File: src/rtl/rvc_exp_pkg.sv
package rvc_exp_pkg;

   localparam int unsigned C_W = 16;
   localparam int unsigned I_W = 32;
   localparam int unsigned R_W = 5;

   localparam logic [6:0] OPC_LOAD   = 7'b0000011;
   localparam logic [6:0] OPC_STORE  = 7'b0100011;
   localparam logic [6:0] OPC_OP_IMM = 7'b0010011;
   localparam logic [6:0] OPC_OP     = 7'b0110011;
   localparam logic [6:0] OPC_LUI    = 7'b0110111;
   localparam logic [6:0] OPC_BRANCH = 7'b1100011;
   localparam logic [6:0] OPC_JALR   = 7'b1100111;
   localparam logic [6:0] OPC_JAL    = 7'b1101111;

   localparam logic [I_W-1:0] WORD_EBREAK = 32'h0010_0073;

   localparam logic [4:0] REG_ZERO = 5'd0;
   localparam logic [4:0] REG_RA   = 5'd1;
   localparam logic [4:0] REG_SP   = 5'd2;

   typedef struct packed {
      logic [I_W-1:0] word;
      logic           bad;
   } rvc_exp_t;

   function automatic logic [I_W-1:0] enc_i(input logic [11:0] imm, input logic [4:0] rs1,
                                            input logic [2:0] f3, input logic [4:0] rd,
                                            input logic [6:0] op);
      return {imm, rs1, f3, rd, op};
   endfunction

   function automatic logic [I_W-1:0] enc_r(input logic [6:0] f7, input logic [4:0] rs2,
                                            input logic [4:0] rs1, input logic [2:0] f3,
                                            input logic [4:0] rd, input logic [6:0] op);
      return {f7, rs2, rs1, f3, rd, op};
   endfunction

   function automatic logic [I_W-1:0] enc_s(input logic [11:0] imm, input logic [4:0] rs2,
                                            input logic [4:0] rs1, input logic [2:0] f3);
      return {imm[11:5], rs2, rs1, f3, imm[4:0], OPC_STORE};
   endfunction

   function automatic logic [I_W-1:0] enc_b(input logic [12:0] imm, input logic [4:0] rs1,
                                            input logic [2:0] f3);
      return {imm[12], imm[10:5], REG_ZERO, rs1, f3, imm[4:1], imm[11], OPC_BRANCH};
   endfunction

   function automatic logic [I_W-1:0] enc_u(input logic [19:0] imm, input logic [4:0] rd);
      return {imm, rd, OPC_LUI};
   endfunction

   function automatic logic [I_W-1:0] enc_j(input logic [20:0] imm, input logic [4:0] rd);
      return {imm[20], imm[10:1], imm[11], imm[19:12], rd, OPC_JAL};
   endfunction

   // 3-bit register field -> x8..x15
   function automatic logic [4:0] short_reg(input logic [2:0] f);
      return {2'b01, f};
   endfunction

endpackage

File: src/rtl/rvc_q0_dec.sv
module rvc_q0_dec
   import rvc_exp_pkg::*;
(
   input  logic [15:2] c,
   output rvc_exp_t    r
);

   logic [11:0] spn_off;
   logic [11:0] mem_off;
   logic [4:0]  rd_s;
   logic [4:0]  rs1_s;

   assign spn_off = {2'b00, c[10:7], c[12:11], c[5], c[6], 2'b00};
   assign mem_off = {5'b00000, c[5], c[12:10], c[6], 2'b00};
   assign rd_s    = short_reg(c[4:2]);
   assign rs1_s   = short_reg(c[9:7]);

   always_comb begin
      r.word = '0;
      r.bad  = 1'b0;
      unique case (c[15:13])
         3'b000: begin
            r.word = enc_i(spn_off, REG_SP, 3'b000, rd_s, OPC_OP_IMM);
            r.bad  = (spn_off == 12'd0);
         end
         3'b010: r.word = enc_i(mem_off, rs1_s, 3'b010, rd_s, OPC_LOAD);
         3'b110: r.word = enc_s(mem_off, rd_s, rs1_s, 3'b010);
         default: r.bad = 1'b1;
      endcase
   end

endmodule

File: src/rtl/rvc_q1_dec.sv
module rvc_q1_dec
   import rvc_exp_pkg::*;
(
   input  logic [15:2] c,
   output rvc_exp_t    r
);

   logic [4:0]  rd_f;
   logic [4:0]  rs1_s;
   logic [4:0]  rs2_s;
   logic [11:0] imm6;
   logic [20:0] jmp_off;
   logic [12:0] br_off;
   logic [11:0] sp_imm;
   logic [19:0] up_imm;
   logic [11:0] sh_lo;
   logic [11:0] sh_ar;
   logic [6:0]  rr_f7;
   logic [2:0]  rr_f3;

   assign rd_f    = c[11:7];
   assign rs1_s   = short_reg(c[9:7]);
   assign rs2_s   = short_reg(c[4:2]);
   assign imm6    = {{6{c[12]}}, c[12], c[6:2]};
   assign jmp_off = {{9{c[12]}}, c[12], c[8], c[10:9], c[6], c[7], c[2], c[11], c[5:3], 1'b0};
   assign br_off  = {{4{c[12]}}, c[12], c[6:5], c[2], c[11:10], c[4:3], 1'b0};
   assign sp_imm  = {{2{c[12]}}, c[12], c[4:3], c[5], c[2], c[6], 4'b0000};
   assign up_imm  = {{14{c[12]}}, c[12], c[6:2]};
   assign sh_lo   = {7'b0000000, c[6:2]};
   assign sh_ar   = {7'b0100000, c[6:2]};

   // register-register group selected by bits 6:5
   always_comb begin
      rr_f7 = 7'b0000000;
      unique case (c[6:5])
         2'b00: begin rr_f7 = 7'b0100000; rr_f3 = 3'b000; end
         2'b01: rr_f3 = 3'b100;
         2'b10: rr_f3 = 3'b110;
         default: rr_f3 = 3'b111;
      endcase
   end

   always_comb begin
      r.word = '0;
      r.bad  = 1'b0;
      unique case (c[15:13])
         3'b000: r.word = enc_i(imm6, rd_f, 3'b000, rd_f, OPC_OP_IMM);
         3'b001: r.word = enc_j(jmp_off, REG_RA);
         3'b010: r.word = enc_i(imm6, REG_ZERO, 3'b000, rd_f, OPC_OP_IMM);
         3'b011: begin
            if (rd_f == REG_SP) begin
               r.word = enc_i(sp_imm, REG_SP, 3'b000, REG_SP, OPC_OP_IMM);
               r.bad  = (sp_imm == 12'd0);
            end else begin
               r.word = enc_u(up_imm, rd_f);
               r.bad  = (rd_f == REG_ZERO) || ({c[12], c[6:2]} == 6'd0);
            end
         end
         3'b100: begin
            unique case (c[11:10])
               2'b00: begin
                  r.word = enc_i(sh_lo, rs1_s, 3'b101, rs1_s, OPC_OP_IMM);
                  r.bad  = c[12];
               end
               2'b01: begin
                  r.word = enc_i(sh_ar, rs1_s, 3'b101, rs1_s, OPC_OP_IMM);
                  r.bad  = c[12];
               end
               2'b10: r.word = enc_i(imm6, rs1_s, 3'b111, rs1_s, OPC_OP_IMM);
               default: begin
                  r.word = enc_r(rr_f7, rs2_s, rs1_s, rr_f3, rs1_s, OPC_OP);
                  r.bad  = c[12];
               end
            endcase
         end
         3'b101: r.word = enc_j(jmp_off, REG_ZERO);
         3'b110: r.word = enc_b(br_off, rs1_s, 3'b000);
         default: r.word = enc_b(br_off, rs1_s, 3'b001);
      endcase
   end

endmodule

File: src/rtl/rvc_q2_dec.sv
module rvc_q2_dec
   import rvc_exp_pkg::*;
(
   input  logic [15:2] c,
   output rvc_exp_t    r
);

   logic [4:0]  rd_f;
   logic [4:0]  rs2_f;
   logic [11:0] ld_off;
   logic [11:0] st_off;
   logic [11:0] shamt;
   logic        rs2_zero;
   logic        body_zero;

   assign rd_f      = c[11:7];
   assign rs2_f     = c[6:2];
   assign ld_off    = {4'b0000, c[3:2], c[12], c[6:4], 2'b00};
   assign st_off    = {4'b0000, c[8:7], c[12:9], 2'b00};
   assign shamt     = {7'b0000000, c[6:2]};
   assign rs2_zero  = (rs2_f == 5'd0);
   assign body_zero = rs2_zero && (rd_f == 5'd0);

   always_comb begin
      r.word = '0;
      r.bad  = 1'b0;
      unique case (c[15:13])
         3'b000: begin
            r.word = enc_i(shamt, rd_f, 3'b001, rd_f, OPC_OP_IMM);
            r.bad  = c[12];
         end
         3'b010: r.word = enc_i(ld_off, REG_SP, 3'b010, rd_f, OPC_LOAD);
         3'b110: r.word = enc_s(st_off, rs2_f, REG_SP, 3'b010);
         3'b100: begin
            if (!c[12]) begin
               if (rs2_zero) r.word = enc_i(12'd0, rd_f, 3'b000, REG_ZERO, OPC_JALR);
               else          r.word = enc_r(7'd0, rs2_f, REG_ZERO, 3'b000, rd_f, OPC_OP);
            end else begin
               if (body_zero)     r.word = WORD_EBREAK;
               else if (rs2_zero) r.word = enc_i(12'd0, rd_f, 3'b000, REG_RA, OPC_JALR);
               else               r.word = enc_r(7'd0, rs2_f, rd_f, 3'b000, rd_f, OPC_OP);
            end
         end
         default: r.bad = 1'b1;
      endcase
   end

endmodule

File: src/rtl/rvc_expander.sv
module rvc_expander
   import rvc_exp_pkg::*;
#(
   parameter int unsigned REG_OUT = 1
)
(
   input  logic           clk,
   input  logic           rst_n,
   input  logic           in_valid,
   input  logic [C_W-1:0] in_instr,
   output logic           out_valid,
   output logic [I_W-1:0] out_instr,
   output logic           out_illegal,
   output logic           out_is_compressed
);

   localparam logic [1:0] QUAD_WIDE = 2'b11;

   if (REG_OUT > 1) begin : g_bad_reg_out
      $error("rvc_expander: REG_OUT must be 0 or 1");
   end
   if (C_W != 16 || I_W != 32) begin : g_bad_width
      $error("rvc_expander: only 16->32 expansion is supported");
   end

   rvc_exp_t   q_res [3];
   rvc_exp_t   sel;
   logic       nxt_comp;
   logic [I_W-1:0] nxt_word;

   rvc_q0_dec u_q0 (.c(in_instr[15:2]), .r(q_res[0]));
   rvc_q1_dec u_q1 (.c(in_instr[15:2]), .r(q_res[1]));
   rvc_q2_dec u_q2 (.c(in_instr[15:2]), .r(q_res[2]));

   always_comb begin
      unique case (in_instr[1:0])
         2'b00:   sel = q_res[0];
         2'b01:   sel = q_res[1];
         2'b10:   sel = q_res[2];
         default: begin
            sel.word = '0;
            sel.bad  = 1'b1;
         end
      endcase
   end

   assign nxt_comp = (in_instr[1:0] != QUAD_WIDE);
   assign nxt_word = sel.bad ? '0 : sel.word;

   if (REG_OUT == 1) begin : g_reg
      always_ff @(posedge clk or negedge rst_n) begin
         if (!rst_n) begin
            out_valid         <= 1'b0;
            out_instr         <= '0;
            out_illegal       <= 1'b0;
            out_is_compressed <= 1'b0;
         end else begin
            out_valid <= in_valid;
            if (in_valid) begin
               out_instr         <= nxt_word;
               out_illegal       <= sel.bad;
               out_is_compressed <= nxt_comp;
            end
         end
      end
   end else begin : g_comb
      assign out_valid         = in_valid;
      assign out_instr         = nxt_word;
      assign out_illegal       = sel.bad;
      assign out_is_compressed = nxt_comp;
   end

endmodule

File: config.mk
export PLATFORM = sky130hd
export DESIGN_NAME = rvc_expander
export DESIGN_NICKNAME = d
export VERILOG_FILES = /design/src/rtl/rvc_exp_pkg.sv /design/src/rtl/rvc_q0_dec.sv /design/src/rtl/rvc_q1_dec.sv /design/src/rtl/rvc_q2_dec.sv /design/src/rtl/rvc_expander.sv
export SDC_FILE = /design/constraint.sdc
export NUM_CORES = 1
export LEC_CHECK = 0
export CORE_MARGIN = 1.5
export CORE_UTILIZATION = 40
export CTS_CLUSTER_DIAMETER = 30
export DETAILED_ROUTE_END_ITERATION = 10
export PLACE_DENSITY_LB_ADDON = 0.08
export RECOVER_POWER = 25
export SYNTH_ARGS = -nofsm -noshare
export SYNTH_HDL_FRONTEND = slang
export SYNTH_HIERARCHICAL = 1
export SYNTH_SLANG_ARGS = --single-unit
File: constraint.sdc
create_clock -name clk -period 0.8 [get_ports clk]
set_input_delay 0.12 -clock clk [delete_from_list [all_inputs] [get_ports clk]]
set_output_delay 0.12 -clock clk [all_outputs]
set_load 0.01 [all_outputs]
==> results of run 1 <==
==> path summary, 6_finish.rpt <==
check | from | cells after the start | endpoint
setup reg to reg | out_instr[25]$_DFFE_PN0P_ | 4 | out_instr[25]$_DFFE_PN0P_
setup / recovery | in_instr[9] | 9 | out_instr[18]$_DFFE_PN0P_
max in group asynchronous | rst_n | 2 | out_instr[6]$_DFFE_PN0P_
hold reg to reg | out_instr[4]$_DFFE_PN0P_ | 2 | out_instr[4]$_DFFE_PN0P_
min in group clk | in_instr[0] | 4 | out_is_compressed$_DFFE_PN0P_
hold / removal | rst_n | 2 | out_instr[0]$_DFFE_PN0P_
==> sequential cells by signal (all words and copies together) (netlist names) <==
| register | count |
|---|---|
| out_illegal | 1 |
| out_instr | 32 |
| out_is_compressed | 1 |
| out_valid | 1 |
==> logic make-up after synthesis <==
group | after synthesis | synth area share [%]
buf+inv | 99 | 15.0
other cells | 3 | 0.324
compound gates | 132 | 27.7
mux | 37 | 10.6
simple gates | 125 | 21.3
flops | 35 | 25.2
==> cell type report <==
cell class,count,area (um^2)
tap,105,131
sequential,35,876
multi-input combinational,310,2370
clock buffer,5,68.8
inverter,45,169
timing repair buffer,177,1520
fill,791,3160
clock inverter,3,43.8
==> Yosys cell counts (7+ instances only) <==
master and n:
o22ai_1 34, mux2i_1 37, a2bb2oi_1 32, dfrtp_1 35
a21oi_1 16, nor2_1 23, and2_1 12, inv_1 44
nand2_1 27, nor2b_1 7, buf_2 10, clkbuf_1 14
o21ai_0 16, buf_4 22, buf_6 7, nand2b_1 8
nand3_1 7
==> what timing repair did <==
action                                  CTS  global route
resized for setup                       208            37
endpoints found under the setup margin   70            69
cloned                                    4             0
pin swaps                                 9             9
setup buffers                            13             7
==> per-layer routing <==
layer / GRT usage [%] / wire length (um)
met5: 0 / 0
met4: 10.4 / 357
met3: 4.27 / 665
met2: 45.4 / 5830
met1: 42.5 / 6320
==> power by group through the flow <==
stage                     combinational (uW)  sequential, uW  clock (uW)
after floorplan                         1140            2040           0
after global placement                  2230            1980           0
after detailed placement                2250            1980           0
after CTS                               2420            1940        1700
after global routing                    2750            1960        1800
final                                   2570            1950        1660
==> worst reg2reg max path: stages (launching register included) <==
cell	delay, ps
dfrtp_1	390
buf_4	130
buf_4	120
inv_1	50
o22ai_2	60
==> per-stage QoR <==
stage                     utilization [%]  TNS (ps)  setup WS (ps)  total power [uW]  cells
after floorplan                         -    -27130           -835              3180    444
final                                62.1    -31730           -889              6180    680
after detailed placement             56.3    -55580          -1610              4240    650
after global routing                 62.1    -34490           -911              6510    680
after CTS                            60.2    -33410           -932              6060    673
after global placement               56.3    -54630          -1610              4210    650
==> results.toml, run 1 <==
[finish]
drive_above_1_share_pct = 40.5
stdcell_area_um2 = 5180
syn_to_final_growth_pct = 48.8
antennaDiodeCount = 0
nets = 593
layout_common_cells = "buf_4, inv_1, dfrtp_1"
final_common_cell = "buf_4"

[setup_path]
worst-path-buf-inv = 2
arrival_ps = 1870
required_ps = 980
cpPeakStageDelay_ps = 390
end_kind = "register"
path_max_fanout = 13
r2r_slack_ps = -60
slowest_stage = "or3_4"
crit_type = "primary input to register"
cp_top_family = "simple AND/OR/NAND/NOR gates"
start_kind = "primary input"
path_cells = "buf_2 > buf_4 > nor4_4 > and2_4 > a21oi_2 > or3_4 > mux2i_4 > a2bb2oi_2 > o22ai_2"

[global_route]
grt_overflow = 0
grt_start_max_net_pins = 36
first_global_vias = 3722
track_usage_pct = 29.8
grt_pass1_wl_um = 20600
antenna_found_initial = 0

[die]
rows = 33
initial_core_util_pct = 41.7
die_h_um = 96.3
io_pins = 54
dieArea_um2 = 9270
coreArea_um2 = 8340
dieWidth_um = 96.3

[clocking]
cts_tree = "done"
clkSlewWorstSetupHoldPaths_ps = 80
clockBufferDepth = 2
numCtsBuffers = 5
h-tree-depth = 2
cts_hold_buffers = 0
clk_latency_ps = 290
ctsRootBufferMaster = "clkbuf_8"
clock_sinks = 35

[power]
p_leak_uw = 0.00249
p_sw_share_pct = 33.7
peakVddDrop_mv = 0.535
power.share.clock_pct = 26.9
sequentialPowerShare_pct = 31.5
p_per_area_nw_per_um2 = 1190
comb_power_share_pct = 41.5
switching_power_uw = 2080
p_int_uw = 4090

[outcome]
status = "complete, but fails checks"
violations = "negative setup slack"

[yosys]
ys_warn_count = 6
ys_seq_elements = 35
synth_top_area_share_pct = 25.2
synth-edff-count = 0
synth_area_leaders = "dfrtp_1, mux2i_1, a2bb2oi_1"
synth-main-ff-cell = "dfrtp_1"
synth_cells = 431
synthArstFlopShare_pct = 100
yosysTopAreaCell = "dfrtp_1"
ys_seq_area_share_pct = 25.2
netlist_area_um2 = 3480
avgSynthCellArea_um2 = 8.07
synth_cell_types = 60

[timing]
rsz0062_at_grt = "yes"
hold-worst-slack_ps = 290
fin_crit_ps = 1690
maxSlewViolCount = 0
hold_viol = 0
slew_headroom_pct = 65.2
fin_ws_ps = -889
max_freq_ghz = 0.592
skew_ps = 0
setup_viol_count_final = 68
tightestPinTransition_ps = 522
fin_crit_sh_pct = 211

[detailed_routing]
vias = 3849
drt_iter0_drc = 195
drt_wl_total_um = 13200
drtPass1Iterations = 4
drc_errors = 0
avgRoutedWirePerCell_um = 19.4
vias_per_cell = 5.66
ant_nets = 0

[place]
placed_area_um2 = 4700
hpwl_um = 9200
place.gp.congestion = 0.935
port-buffer-count = 53

[job]
drv_cap = 0

[min_path]
hp-class = "primary input to async pin"
No activity file was read; power rests on OpenSTA's default activity.
==> inputs of run 2 (changes only) <==
--- a/config.mk
+++ b/config.mk
@@ -5,8 +5,10 @@
 export SDC_FILE = /design/constraint.sdc
 export NUM_CORES = 1
 export LEC_CHECK = 0
+export CELL_PAD_IN_SITES_DETAIL_PLACEMENT = 0
+export CELL_PAD_IN_SITES_GLOBAL_PLACEMENT = 1
 export CORE_MARGIN = 1.5
-export CORE_UTILIZATION = 40
+export CORE_UTILIZATION = 37
 export CTS_CLUSTER_DIAMETER = 30
 export DETAILED_ROUTE_END_ITERATION = 10
 export PLACE_DENSITY_LB_ADDON = 0.08
==> run 2 against run 1 <==
- the run still ends with negative setup slack left
- die area is 7.8% higher
- sequential share of layout area is 1.2 points lower
- cell area is 7.4% higher
- final cell count is 5.4% higher
- critical path depth is 2 higher
- utilization is 1.6 points lower
- worst setup slack better by 3.2 ps
- register-to-register slack worse by 20 ps
- clock skew stayed put
- clock power is 11% lower
- worst hold slack better by 5.0 ps
- combinational power is 8.9% higher
- critical endpoint is now out_instr[21]$_DFFE_PN0P_
- highest routed layer unchanged
==> results.toml, run 2 (same netlist as run 1, synthesis figures left out) <==
[clocking]
cts_tree = "done"
clkSlewWorstSetupHoldPaths_ps = 80
h-tree-depth = 2
ctsRootBufferMaster = "clkbuf_8"
cts_hold_buffers = 0
clk_latency_ps = 280
numCtsBuffers = 5
clockBufferDepth = 2
clock_sinks = 35

[power]
p_int_uw = 4080
comb_power_share_pct = 45.0
p_sw_share_pct = 34.5
p_per_area_nw_per_um2 = 1120
p_leak_uw = 0.00266
power.share.clock_pct = 23.7
sequentialPowerShare_pct = 31.3
peakVddDrop_mv = 0.638
switching_power_uw = 2150

[timing]
hold_viol = 0
fin_crit_ps = 1690
fin_ws_ps = -886
skew_ps = 0
slew_headroom_pct = 65.6
max_freq_ghz = 0.593
setup_viol_count_final = 68
rsz0062_at_grt = "yes"
tightestPinTransition_ps = 516
maxSlewViolCount = 0
fin_crit_sh_pct = 211
setup-tns-final_ps = -30730
hold-worst-slack_ps = 295

[setup_path]
cpPeakStageDelay_ps = 550
worst-path-buf-inv = 4
arrival_ps = 1850
r2r_end = "out_instr[3]$_DFFE_PN0P_"
path_max_fanout = 6
r2r_slack_ps = -80
start_kind = "primary input"
r2r-start = "out_instr[3]$_DFFE_PN0P_"
path_cells = "buf_6 > or4_4 > nor2_4 > a21oi_2 > o21ai_2 > mux2i_2 > a32oi_4 > buf_6 > buf_8 > buf_12 > o22ai_1"
crit_type = "primary input to register"
end_kind = "register"
reg2regPathDepth = 4
required_ps = 960
cp_common_cell = "buf_6"
slowest_stage = "or4_4"
cp_top_family = "simple AND/OR/NAND/NOR gates"

[detailed_routing]
drtPass1Iterations = 5
avgRoutedWirePerCell_um = 19.8
vias_per_cell = 5.65
drc_errors = 0
ant_nets = 0
vias = 4053
drt_iter0_drc = 228
drt_wl_total_um = 14200

[place]
port-buffer-count = 53
placed_area_um2 = 4790
place.gp.congestion = 0.899
dp.cells = 667
hpwl_um = 9540

[die]
dieArea_um2 = 10000
initial_core_util_pct = 37.8
coreArea_um2 = 9200
rows = 35
dieWidth_um = 100
die_h_um = 100
io_pins = 54

[finish]
top_register = "out_instr"
instances_no_fill = 717
antennaDiodeCount = 0
utilization_pct = 60.5
syn_to_final_growth_pct = 59.8
fillerInstances = 864
final_common_cell = "buf_4"
layout_common_cells = "buf_4, inv_1, buf_2"
nets = 624
largest_reg_flops = 32
drive_above_1_share_pct = 48.3
stdcell_area_um2 = 5560

[global_route]
first_global_vias = 3824
grt_pass1_wl_um = 21400
track_usage_pct = 27.9
grt_overflow = 0
antenna_found_initial = 0
grt_start_max_net_pins = 36

[outcome]
violations = "negative setup slack"
status = "complete, but fails checks"

[job]
drv_cap = 0

[min_path]
hp-class = "primary input to async pin"
## run 2: changes by cell type in the layout (fill, tap and decap cells not counted), sizes merged
| cell | previous run | this run |
|---|---|---|
| buf | 162 | 194 |
| bufbuf | 1 | 0 |
| bufinv | 1 | 0 |
| clkdlybuf4s15 | 0 | 4 |
| clkdlybuf4s50 | 3 | 1 |
| clkinv | 2 | 0 |
| dlygate4sd2 | 4 | 5 |
## run 2: power groups by stage
| stage | clock [uW] | combinational [uW] | sequential (uW) |
|---|---|---|---|
| global placement | 0 | 2290 | 1980 |
| CTS | 1520 | 2600 | 1940 |
| floorplan | 0 | 1140 | 2040 |
| global route | 1600 | 2980 | 1960 |
| finish | 1480 | 2800 | 1950 |
| detailed placement | 0 | 2300 | 1980 |
## run 2: what timing repair did
item                                    4_1_cts  5_1_grt
gates resized for setup                     250       38
endpoints found under the setup margin       69       69
cloned                                        5        2
setup buffers                                24       17
pin swaps                                    19       12
## run 2: routing by layer
metal  vias to the layer above  global-route usage, %  part of all wire (%)
li1                       1886                      -                     -
met1                      1976                   40.3                    47
met2                       168                   44.2                    45
met3                        23                   3.62                   6.2
met4                         0                   6.72                   2.0
met5                         -                      0                     0
## run 2: per-stage QoR
| stage | setup WS (ps) | power [uW] |
|---|---|---|
| 2_1_floorplan | -835 | 3180 |
| 3_3_place_gp | -1560 | 4270 |
| 3_5_place_dp | -1560 | 4290 |
| 4_1_cts | -868 | 6060 |
| 5_1_grt | -930 | 6530 |
| 6_report | -886 | 6220 |
## run 2: worst register-to-register path, cell delays in order (launching register included)
cell and delay, ps:
dfrtp_1 390, buf_4 130, buf_4 120, inv_1 60
o22ai_2 70
## run 2: layout make-up
cell class / count / area [um^2] / area share [%]
clock buffers: 8 / 100 / 1.80
inverters: 45 / 169 / 3.04
multi-input cells: 310 / 2550 / 45.9
flip-flops and latches: 35 / 876 / 15.7
well taps: 111 / 139 / 2.50
repair buffers: 208 / 1720 / 31.0
## run 2: worst max path at each step
stage	startpoint	to	slack, ps	cells past startpoint
after detailed placement	in_instr[10]	out_instr[18]$_DFFE_PN0P_	-1560	9
after global routing	in_instr[10]	out_instr[7]$_DFFE_PN0P_	-930	12
after CTS	in_instr[11]	out_instr[16]$_DFFE_PN0P_	-870	11
after global placement	in_instr[10]	out_instr[15]$_DFFE_PN0P_	-1560	9
final	in_instr[11]	out_instr[21]$_DFFE_PN0P_	-890	11
after floorplan	in_instr[10]	out_instr[15]$_DFFE_PN0P_	-830	9
